**config.mk**
```make
export PLATFORM = sky130hd
export DESIGN_NAME = dacif_top
export DESIGN_NICKNAME = d
export VERILOG_FILES = /design/src/rtl/dacif_pkg.sv /design/src/rtl/dacif_sync.sv /design/src/rtl/dacif_shift.sv /design/src/rtl/dacif_top.sv
export SDC_FILE = /design/constraint.sdc
export NUM_CORES = 1
export LEC_CHECK = 0
export ABC_AREA = 1
export BUFFER_PORTS_ARGS = -buffer_cell sky130_fd_sc_hd__buf_4
export CAP_MARGIN = 25
export CORE_MARGIN = 2
export CORE_UTILIZATION = 45
export DETAILED_ROUTE_END_ITERATION = 6
export GPL_ROUTABILITY_DRIVEN = 0
export PLACE_DENSITY = 0.65
export SETUP_SLACK_MARGIN = 0.2
export SLEW_MARGIN = 25
export SYNTH_ARGS = -nofsm -noshare
export SYNTH_HDL_FRONTEND = slang
export SYNTH_SLANG_ARGS = --single-unit
```
**constraint.sdc**
```tcl
create_clock -name clk -period 1.5 [get_ports clk]
set_clock_uncertainty 0.15 [all_clocks]
set_input_delay 0.3 -clock clk [delete_from_list [all_inputs] [get_ports clk]]
set_output_delay 0.3 -clock clk [all_outputs]
set_load 0.01 [all_outputs]
```
**src/rtl/dacif_pkg.sv**
```systemverilog
package dacif_pkg;

    typedef struct packed {
        logic sclk;
        logic frame_n;
        logic sdin;
        logic load_n;
        logic clr_n;
        logic pd_n;
        logic rdbk_n;
    } pins_t;

    localparam pins_t PINS_IDLE = '{sclk: 1'b1, frame_n: 1'b1, sdin: 1'b0,
                                    load_n: 1'b1, clr_n: 1'b1, pd_n: 1'b1,
                                    rdbk_n: 1'b1};

endpackage

```
**src/rtl/dacif_sync.sv**
```systemverilog
module dacif_sync #(
    parameter int         W   = 7,
    parameter logic [W-1:0] RST = '1
) (
    input  logic         clk,
    input  logic         rst_n,
    input  logic [W-1:0] async_i,
    output logic [W-1:0] level_o,
    output logic [W-1:0] prev_o
);
    typedef struct packed {
        logic [W-1:0] meta;
        logic [W-1:0] lvl;
        logic [W-1:0] old;
    } st_t;

    st_t st_d, st_q;

    always_comb begin
        st_d.meta = async_i;
        st_d.lvl  = st_q.meta;
        st_d.old  = st_q.lvl;
    end

    always_ff @(posedge clk or negedge rst_n) begin
        if (!rst_n) st_q <= '{meta: RST, lvl: RST, old: RST};
        else        st_q <= st_d;
    end

    assign level_o = st_q.lvl;
    assign prev_o  = st_q.old;
endmodule

```
**src/rtl/dacif_shift.sv**
```systemverilog
module dacif_shift #(
    parameter int FRAME_W = 16,
    parameter int CNT_W   = $clog2(FRAME_W + 2)
) (
    input  logic               clk,
    input  logic               rst_n,
    input  logic               start_i,
    input  logic               shift_i,
    input  logic               rb_load_i,
    input  logic [FRAME_W-1:0] rb_word_i,
    input  logic               sdin_i,
    output logic [FRAME_W-1:0] word_o,
    output logic [CNT_W-1:0]   count_o,
    output logic               sdo_o
);
    localparam logic [CNT_W-1:0] CNT_SAT = CNT_W'(FRAME_W + 1);

    typedef struct packed {
        logic [FRAME_W-1:0] word;
        logic [CNT_W-1:0]   cnt;
        logic               sdo;
    } st_t;

    st_t st_d, st_q;

    always_comb begin
        st_d = st_q;
        if (rb_load_i) begin
            st_d.word = rb_word_i;
        end else if (shift_i) begin
            st_d.sdo  = st_q.word[FRAME_W-1];
            st_d.word = {st_q.word[FRAME_W-2:0], sdin_i};
        end
        if (start_i)
            st_d.cnt = '0;
        else if (shift_i && !rb_load_i && st_q.cnt != CNT_SAT)
            st_d.cnt = st_q.cnt + 1'b1;
    end

    always_ff @(posedge clk or negedge rst_n) begin
        if (!rst_n) st_q <= '0;
        else        st_q <= st_d;
    end

    assign word_o  = st_q.word;
    assign count_o = st_q.cnt;
    assign sdo_o   = st_q.sdo;


    sdo_quiet_chk: assert property (@(posedge clk) disable iff (!rst_n)
        (!shift_i || rb_load_i) |=> $stable(sdo_o));
endmodule

```
**src/rtl/dacif_top.sv**
```systemverilog
module dacif_top #(
    parameter int DATA_W  = 14,
    parameter int FRAME_W = 16
) (
    input  logic              clk,
    input  logic              rst_n,
    input  logic              sclk_i,
    input  logic              frame_n_i,
    input  logic              sdin_i,
    input  logic              load_n_i,
    input  logic              clr_n_i,
    input  logic              pd_n_i,
    input  logic              rdbk_n_i,
    output logic [DATA_W-1:0] code_o,
    output logic              cleared_o,
    output logic              powerdown_o,
    output logic              sdo_o
);
    import dacif_pkg::*;

    localparam int PAD_W = FRAME_W - DATA_W;
    localparam int CNT_W = $clog2(FRAME_W + 2);
    localparam logic [CNT_W-1:0] CNT_FULL = CNT_W'(FRAME_W);

    pins_t raw, cur, prev;
    assign raw = '{sclk: sclk_i, frame_n: frame_n_i, sdin: sdin_i,
                   load_n: load_n_i, clr_n: clr_n_i, pd_n: pd_n_i,
                   rdbk_n: rdbk_n_i};

    dacif_sync #(.W($bits(pins_t)), .RST(PINS_IDLE)) u_sync (
        .clk(clk), .rst_n(rst_n), .async_i(raw), .level_o(cur), .prev_o(prev));

    logic sclk_fall, frame_start, frame_end, load_fall, clr_rise, rdbk_fall;
    assign sclk_fall   =  prev.sclk    & ~cur.sclk;
    assign frame_start =  prev.frame_n & ~cur.frame_n;
    assign frame_end   = ~prev.frame_n &  cur.frame_n;
    assign load_fall   =  prev.load_n  & ~cur.load_n;
    assign clr_rise    = ~prev.clr_n   &  cur.clr_n;
    assign rdbk_fall   =  prev.rdbk_n  & ~cur.rdbk_n;

    typedef struct packed {
        logic [DATA_W-1:0] hold;
        logic [DATA_W-1:0] dac;
        logic              cleared;
        logic              rb_arm;
    } st_t;

    st_t st_d, st_q;

    logic               rb_load, shift_en, frame_ok;
    logic [FRAME_W-1:0] word;
    logic [CNT_W-1:0]   count;
    logic [DATA_W-1:0]  load_src;

    assign shift_en = sclk_fall & ~cur.frame_n;
    assign rb_load  = sclk_fall & st_q.rb_arm;

    dacif_shift #(.FRAME_W(FRAME_W), .CNT_W(CNT_W)) u_shift (
        .clk(clk), .rst_n(rst_n),
        .start_i(frame_start), .shift_i(shift_en),
        .rb_load_i(rb_load), .rb_word_i({{PAD_W{1'b0}}, st_q.dac}),
        .sdin_i(cur.sdin),
        .word_o(word), .count_o(count), .sdo_o(sdo_o));

    assign frame_ok = frame_end && (count == CNT_FULL);
    assign load_src = frame_ok ? word[DATA_W-1:0] : st_q.hold;

    always_comb begin
        st_d = st_q;
        if (rdbk_fall)    st_d.rb_arm = 1'b1;
        else if (rb_load) st_d.rb_arm = 1'b0;

        if (frame_ok) begin
            st_d.hold = word[DATA_W-1:0];
            if (!cur.load_n) begin
                st_d.dac     = word[DATA_W-1:0];
                st_d.cleared = 1'b0;
            end
        end
        if (load_fall) begin
            st_d.dac     = load_src;
            st_d.cleared = 1'b0;
        end
        if (clr_rise && !cur.load_n) st_d.cleared = 1'b0;
        if (!cur.clr_n)              st_d.cleared = 1'b1;
    end

    always_ff @(posedge clk or negedge rst_n) begin
        if (!rst_n) st_q <= '{hold: '0, dac: '0, cleared: 1'b1, rb_arm: 1'b0};
        else        st_q <= st_d;
    end

    assign code_o      = st_q.dac;
    assign cleared_o   = st_q.cleared;
    assign powerdown_o = ~cur.pd_n;


    bad_frame_chk: assert property (@(posedge clk) disable iff (!rst_n)
        (frame_end && count != CNT_FULL && !load_fall) |=> $stable(code_o));

    deferred_hold_chk: assert property (@(posedge clk) disable iff (!rst_n)
        (frame_end && cur.load_n && !load_fall) |=> $stable(code_o));

    clear_held_chk: assert property (@(posedge clk) disable iff (!rst_n)
        (!cur.clr_n && !prev.clr_n) |-> cleared_o);

    pd_code_chk: assert property (@(posedge clk) disable iff (!rst_n)
        (prev.pd_n != cur.pd_n && !frame_end && !load_fall) |=> $stable(code_o));
endmodule

```
After elaboration in Yosys (flattened, before gate mapping)
Cells that the tools add are included.
- logic and storage cells: 57
- bits in registers: 73
- output and inout port bits: 17
- input port bits: 9
- add/sub/neg operators: 1
- eq/ne operators: 5
- reductions and logical operators: 13
- multiplexer cells: 12
- bitwise logic cells: 16
- operators by type and width (kind ; number):
    two-way mux 15 bit ; 3
    two-way mux 16 bit ; 2
    two-way mux 14 bit ; 1
    two-way mux 5 bit ; 2
    AND 1 bit ; 8
    inequality test 4 bit (second input constant) ; 2
    NOT 1 bit ; 8
    nonzero test 2 bit ; 4
    AND reduction 2 bit ; 3
    adder 5 x 1 -> 5 bit (second input constant) ; 1
    == test 5 bit (second input constant) ; 1
    inequality test 5 bit (second input constant) ; 1
    logical AND 1 bit ; 4
    two-way mux 1 bit ; 4
    zero test 1 bit ; 2
    inequality test 2 bit (second input constant) ; 1

Longest topological paths before layout
- depth in word-level cells: 8
- gate-level depth with buffers: 10
- gate-level depth less buffers: 10

Modules after synthesis
From an unflattened synthesis, not the netlist that was laid out.
- cells, all modules: 325
- area total of the unflattened synthesis: 3383.2 sq um
- by module, submodules not included (module ; sequential area each (sq um) ; cells an instance ; area each (sq um) ; times used):
    dacif_top ; 752.0 ; 168 ; 1642.8 ; 1
    dacif_shift ; 550.5 ; 129 ; 1139.8 ; 1
    dacif_sync ; 548.0 ; 28 ; 600.6 ; 1

Least setup slack after synthesis
No wires, ideal clock.
- path type: register -> register
- from: register u_shift.st_q (netlist bit u_shift.count_o[0])
- to: register st_q (netlist bit code_o[10])
- buffers on the path: 1
- data arrival time: 1.220 ns
- cell stages (with the launch flop): 11
- period minus slack after synthesis: 1.494 ns
- required time: 1.226 ns
- path slack: 0.006 ns
- cell sequence: dfrtp_1 > inv_1 > ha_1 > nand2_1 > inv_1 > nand3_2 > nand2_2 > nand2_4 > buf_6 > nand2_1 > nand3_1
- longest elaborated chain between the ends: 4
- elaborated cells on any way between the ends: 6
- those cells by class: eq/ne (1); mux (2); reduce/logical (3)
- RTL lines (element ; line ; source):
    start, declared ; dacif_shift.sv:24 ; st_t st_d, st_q;
    start signal, assigned ; dacif_shift.sv:42 ; else st_q <= st_d;
    == test 5 bit (*) ; dacif_top.sv:65 ; assign frame_ok = frame_end && (count == CNT_FULL);
    logical AND 1 bit (*) ; dacif_top.sv:65 ;
    two-way mux 14 bit / nonzero test 2 bit (equally long branches) ; - ;
    two-way mux 15 bit / AND reduction 2 bit (equally long branches) ; - ;
    end signal, assigned ; dacif_top.sv:89 ; if (!rst_n) st_q <= '{hold: '0, dac: '0, cleared: 1'b1, rb_arm: 1'b0};
    end signal, assigned ; dacif_top.sv:90 ; else st_q <= st_d;
    end, declared ; dacif_top.sv:48 ; st_t st_d, st_q;
Mark *: on every way between the ends. The rest lies on a longest branch, timed or not.
A chain may end at the register's enable or synchronous reset.

Worst setup path after layout
- from: register u_sync.st_q (netlist bit u_sync.prev_o[6])
- to: register u_shift.st_q (netlist bit u_shift.word_o[11])
- longest elaborated chain between the ends: 3
- elaborated cells on any way between the ends: 5
- those cells by class: mux (1); bitwise (3); reduce/logical (1)
- RTL lines (element ; line ; source):
    start, declared ; dacif_sync.sv:17 ; st_t st_d, st_q;
    start signal, assigned ; dacif_sync.sv:26 ; if (!rst_n) st_q <= '{meta: RST, lvl: RST, old: RST};
    start signal, assigned ; dacif_sync.sv:27 ; else st_q <= st_d;
    AND 1 bit (*) ; dacif_top.sv:34 ; assign sclk_fall = prev.sclk & ~cur.sclk;
    AND 1 bit (on tied branches) ; dacif_top.sv:56, dacif_top.sv:55 ;
    two-way mux 16 bit / nonzero test 2 bit (equally long branches) ; - ;
Marks and branches as above.

==> results.sh <==
export IMPL_utilization_pct=66.8
export IMPL_avgRoutedWirePerCell_um=14.7
export IMPL_yosysMostFrequentCell="nand2_1"
export IMPL_pre_cts_ws_ns=-0.0424
export IMPL_critPathMaxFanout=13
export IMPL_ys_top_cells_by_count="nand2_1 (107), nand3_1 (62), dfrtp_1 (53)"
export IMPL_drtPass1Iterations=5
export IMPL_synth_compound_area_share_pct=2.62
export IMPL_cts_root_buf="clkbuf_8"
export IMPL_p_comb_share_pct=9.0
export IMPL_p_switching_mw=0.958
export IMPL_ys_ff_latch=71
export IMPL_die_w_um=85.7
export IMPL_yosys_top_cells_area="dfrtp_1 (44%), dfstp_2 (16%), nand2_1 (13%), nand3_1 (10%), buf_4 (4.0%)"
export IMPL_nets=390
export IMPL_cp_arrival_ns=1.61
export IMPL_seq_area_frac_synth_pct=59.9
export IMPL_synth_cell_types=27
export IMPL_yosysWarnings=0
export IMPL_leakagePower_nw=2.35
export IMPL_setup_viol=8
export IMPL_fin_crit_sh_pct=101
export IMPL_fin_area_um2=4260
export IMPL_ctsLongestPathBuffers=2
export IMPL_clk_latency_ns=0.35
export IMPL_drc=0
export IMPL_startpoint_type="register"
export IMPL_area_delta_synth_final_pct=41.9
export IMPL_tightestPinTransition_ns=0.392
export IMPL_synthCells=314
export IMPL_synthSimpleGateAreaFrac_pct=26.8
export IMPL_synth_fa_ha_area_share_pct=1.25
export IMPL_p_per_area_nw_per_um2=906
export IMPL_postRouteAntennaNets=0
export IMPL_drtIter0Drc=140
export IMPL_grt_overflow=0
export IMPL_synth_top_family_by_area="simple AND/OR/NAND/NOR gates"
export IMPL_synth_area_per_cell_um2=9.57
export IMPL_critical_path_class="reg2reg"
export IMPL_io_buffers=25
export IMPL_synth_edff_count=0
export IMPL_hold_viol_final=0
export IMPL_finalSetupTns_ns=-0.0569
export IMPL_grt_antenna_before_repair=0
export IMPL_cts_tree="yes"
export IMPL_dieArea_um2=7350
export IMPL_cts_sinks=71
export IMPL_vias=2379
export IMPL_grt_first_pass_wirelength_um=11500
export IMPL_fmax_mhz=658
export IMPL_first_global_vias=2438
export IMPL_place_area_um2=3420
export IMPL_switching_share_pct=24.8
export IMPL_cts_max_level=3
export IMPL_nFillCells=503
export IMPL_syn_nets=326
export IMPL_p_seq_share_pct=52.6
export IMPL_via_per_inst=5.17
export IMPL_row_count=29
export IMPL_cp_end_kind="register"
export IMPL_dp_hpwl_um=3920
export IMPL_irDropWorstVdd_mv=0.876
export IMPL_yosys_mux_area_fraction_pct=0
export IMPL_synth_top_area_share_pct=44.1
export IMPL_design_core_area_um2=6390
export IMPL_async_reset_ff_share_pct=100
export IMPL_p_int_mw=2.91
export IMPL_hold_class="reg2reg"
export IMPL_fin_crit_ns=1.52
export IMPL_synthFlopType="dfrtp_1"
export IMPL_cts_buffers=9
export IMPL_max_cap_violations=0
export IMPL_maxSlewViolCount=0
export IMPL_io_pins=26
export IMPL_yosysTopAreaCell="dfrtp_1"
export IMPL_relSlewSlack_pct=73.8
export IMPL_initial_core_util_pct=47.0
export IMPL_status="complete, but fails checks"
export IMPL_power_mw=3.86
export IMPL_clk_pin_slew_ns=0.08
export IMPL_fin_ws_ns=-0.0209
export IMPL_power_share_clock_pct=38.4
export IMPL_grt_max_degree=26
export IMPL_worstPathRequired_ns=1.59
export IMPL_rsz0062_at_grt="yes"
export IMPL_wirelength_um=6760
export IMPL_gr_usage_all_layers_pct=20.5
export IMPL_drive_above_1_share_pct=48.8
export IMPL_synth_xor_xnor_area_share_pct=0.875
export IMPL_diodes=0
export IMPL_violations="negative setup slack"
export IMPL_die_h_um=85.7
export IMPL_syn_cell_area_um2=3000
==> worst paths after layout <==
kind | to | startpoint | cells after the start | slack [ns]
max | u_shift.word_o[11]$_DFFE_PN0P_ | u_sync.prev_o[6]$_DFF_PN1_ | 7 | -0.02
min | u_sync.level_o[3]$_DFF_PN1_ | u_sync.st_d[10]$_DFF_PN1_ | 0 | 0.20
max reg2reg | u_shift.word_o[11]$_DFFE_PN0P_ | u_sync.prev_o[6]$_DFF_PN1_ | 7 | -0.02
min reg2reg | u_sync.level_o[3]$_DFF_PN1_ | u_sync.st_d[10]$_DFF_PN1_ | 0 | 0.20
max in group asynchronous | u_sync.st_d[8]$_DFF_PN1_ | rst_n | 3 | 0.39
min in group asynchronous | u_shift.word_o[4]$_DFFE_PN0P_ | rst_n | 2 | 0.24
==> power by group through the flow <==
stage                     Combinational [mW]  Sequential, mW  Clock [mW]
final                                  0.347            2.03        1.48
after global routing                   0.382            2.04        1.61
after CTS                              0.341            2.03        1.52
after detailed placement               0.261            2.06           0
after global placement                 0.256            2.06           0
after floorplan                        0.119            2.05           0
==> per-layer routing <==
layer | vias to the layer above | part of all wire (%) | track usage [%] | wire length, µm
met5 | - | 0 | 0 | 0
met4 | 0 | 1.9 | 11.1 | 129
met3 | 11 | 3.7 | 3.95 | 253
met2 | 54 | 52 | 34.1 | 3520
met1 | 1187 | 42 | 25.3 | 2860
li1 | 1127 | - | - | -
==> timing repair <==
action | CTS | global route
resized for setup | 83 | 19
pin swaps | 9 | 6
setup buffers | 16 | 5
hold endpoints to repair | 43 | 0
hold buffers | 8 | 0
endpoints found under the setup margin | 68 | 68
cloned | 2 | 0
==> state kept, by name, indices dropped and copies added, names as in the netlist, 5 cells and up <==
signal	cells
u_sync.prev_o	5
code_o	14
st_q	15
u_sync.level_o	7
u_sync.st_d	7
u_shift.word_o	16
u_shift.count_o	5
==> layout make-up <==
cell class              instances  area (µm²)  share of cell area (%)
flip-flops and latches         71        1800                    42.2
clock buffers                  10         128                    2.99
inverters                      18        80.1                    1.88
repair buffers                 77         781                    18.3
clock inverters                 6        61.3                    1.44
multi-input cells             201        1320                    30.9
well taps                      77        96.3                    2.26
==> cell usage in the layout, fill, tap and decap left out, types with 3 or more instances in the layout <==
master         synthesis  final
nand2_2                1     15
o21ai_1                2      4
nand2_1              107     77
dfrtp_1               53     53
buf_12                 0      7
nand3_1               62     36
nand2_4                1     16
buf_6                  4     20
dfstp_2               18     18
dlygate4sd3_1          0      8
clkbuf_8               0      9
nand3_2                2     26
clkinv_2               0      3
buf_4                 16     41
nor2_2                 2      3
o21ai_2                1      3
inv_2                  4      9
inv_1                 14      6
==> cell families after synthesis <==
family,Yosys count
AO/OA/AOI/OAI,13
XOR/XNOR,3
adder cells (fa/ha/maj),3
buffers and inverters,43
flip-flops,71
AND/OR/NAND/NOR,181
==> worst max-delay path: stages (launching register included) <==
cell and delay (ns):
dfstp_2 0.52, inv_2 0.04, nor2_4 0.17, buf_4 0.14, o21ai_2 0.08, buf_12 0.16, nand2_1 0.08, nand3_2 0.07
==> per-stage QoR <==
stage	cells	hold slack, ns
after CTS	455	0.202
final	460	0.196
after detailed placement	413	0.0790
after global routing	460	0.199
after global placement	413	0.0797
after floorplan	314	-0.146
Note: power is estimated with default switching activity, not from simulation.
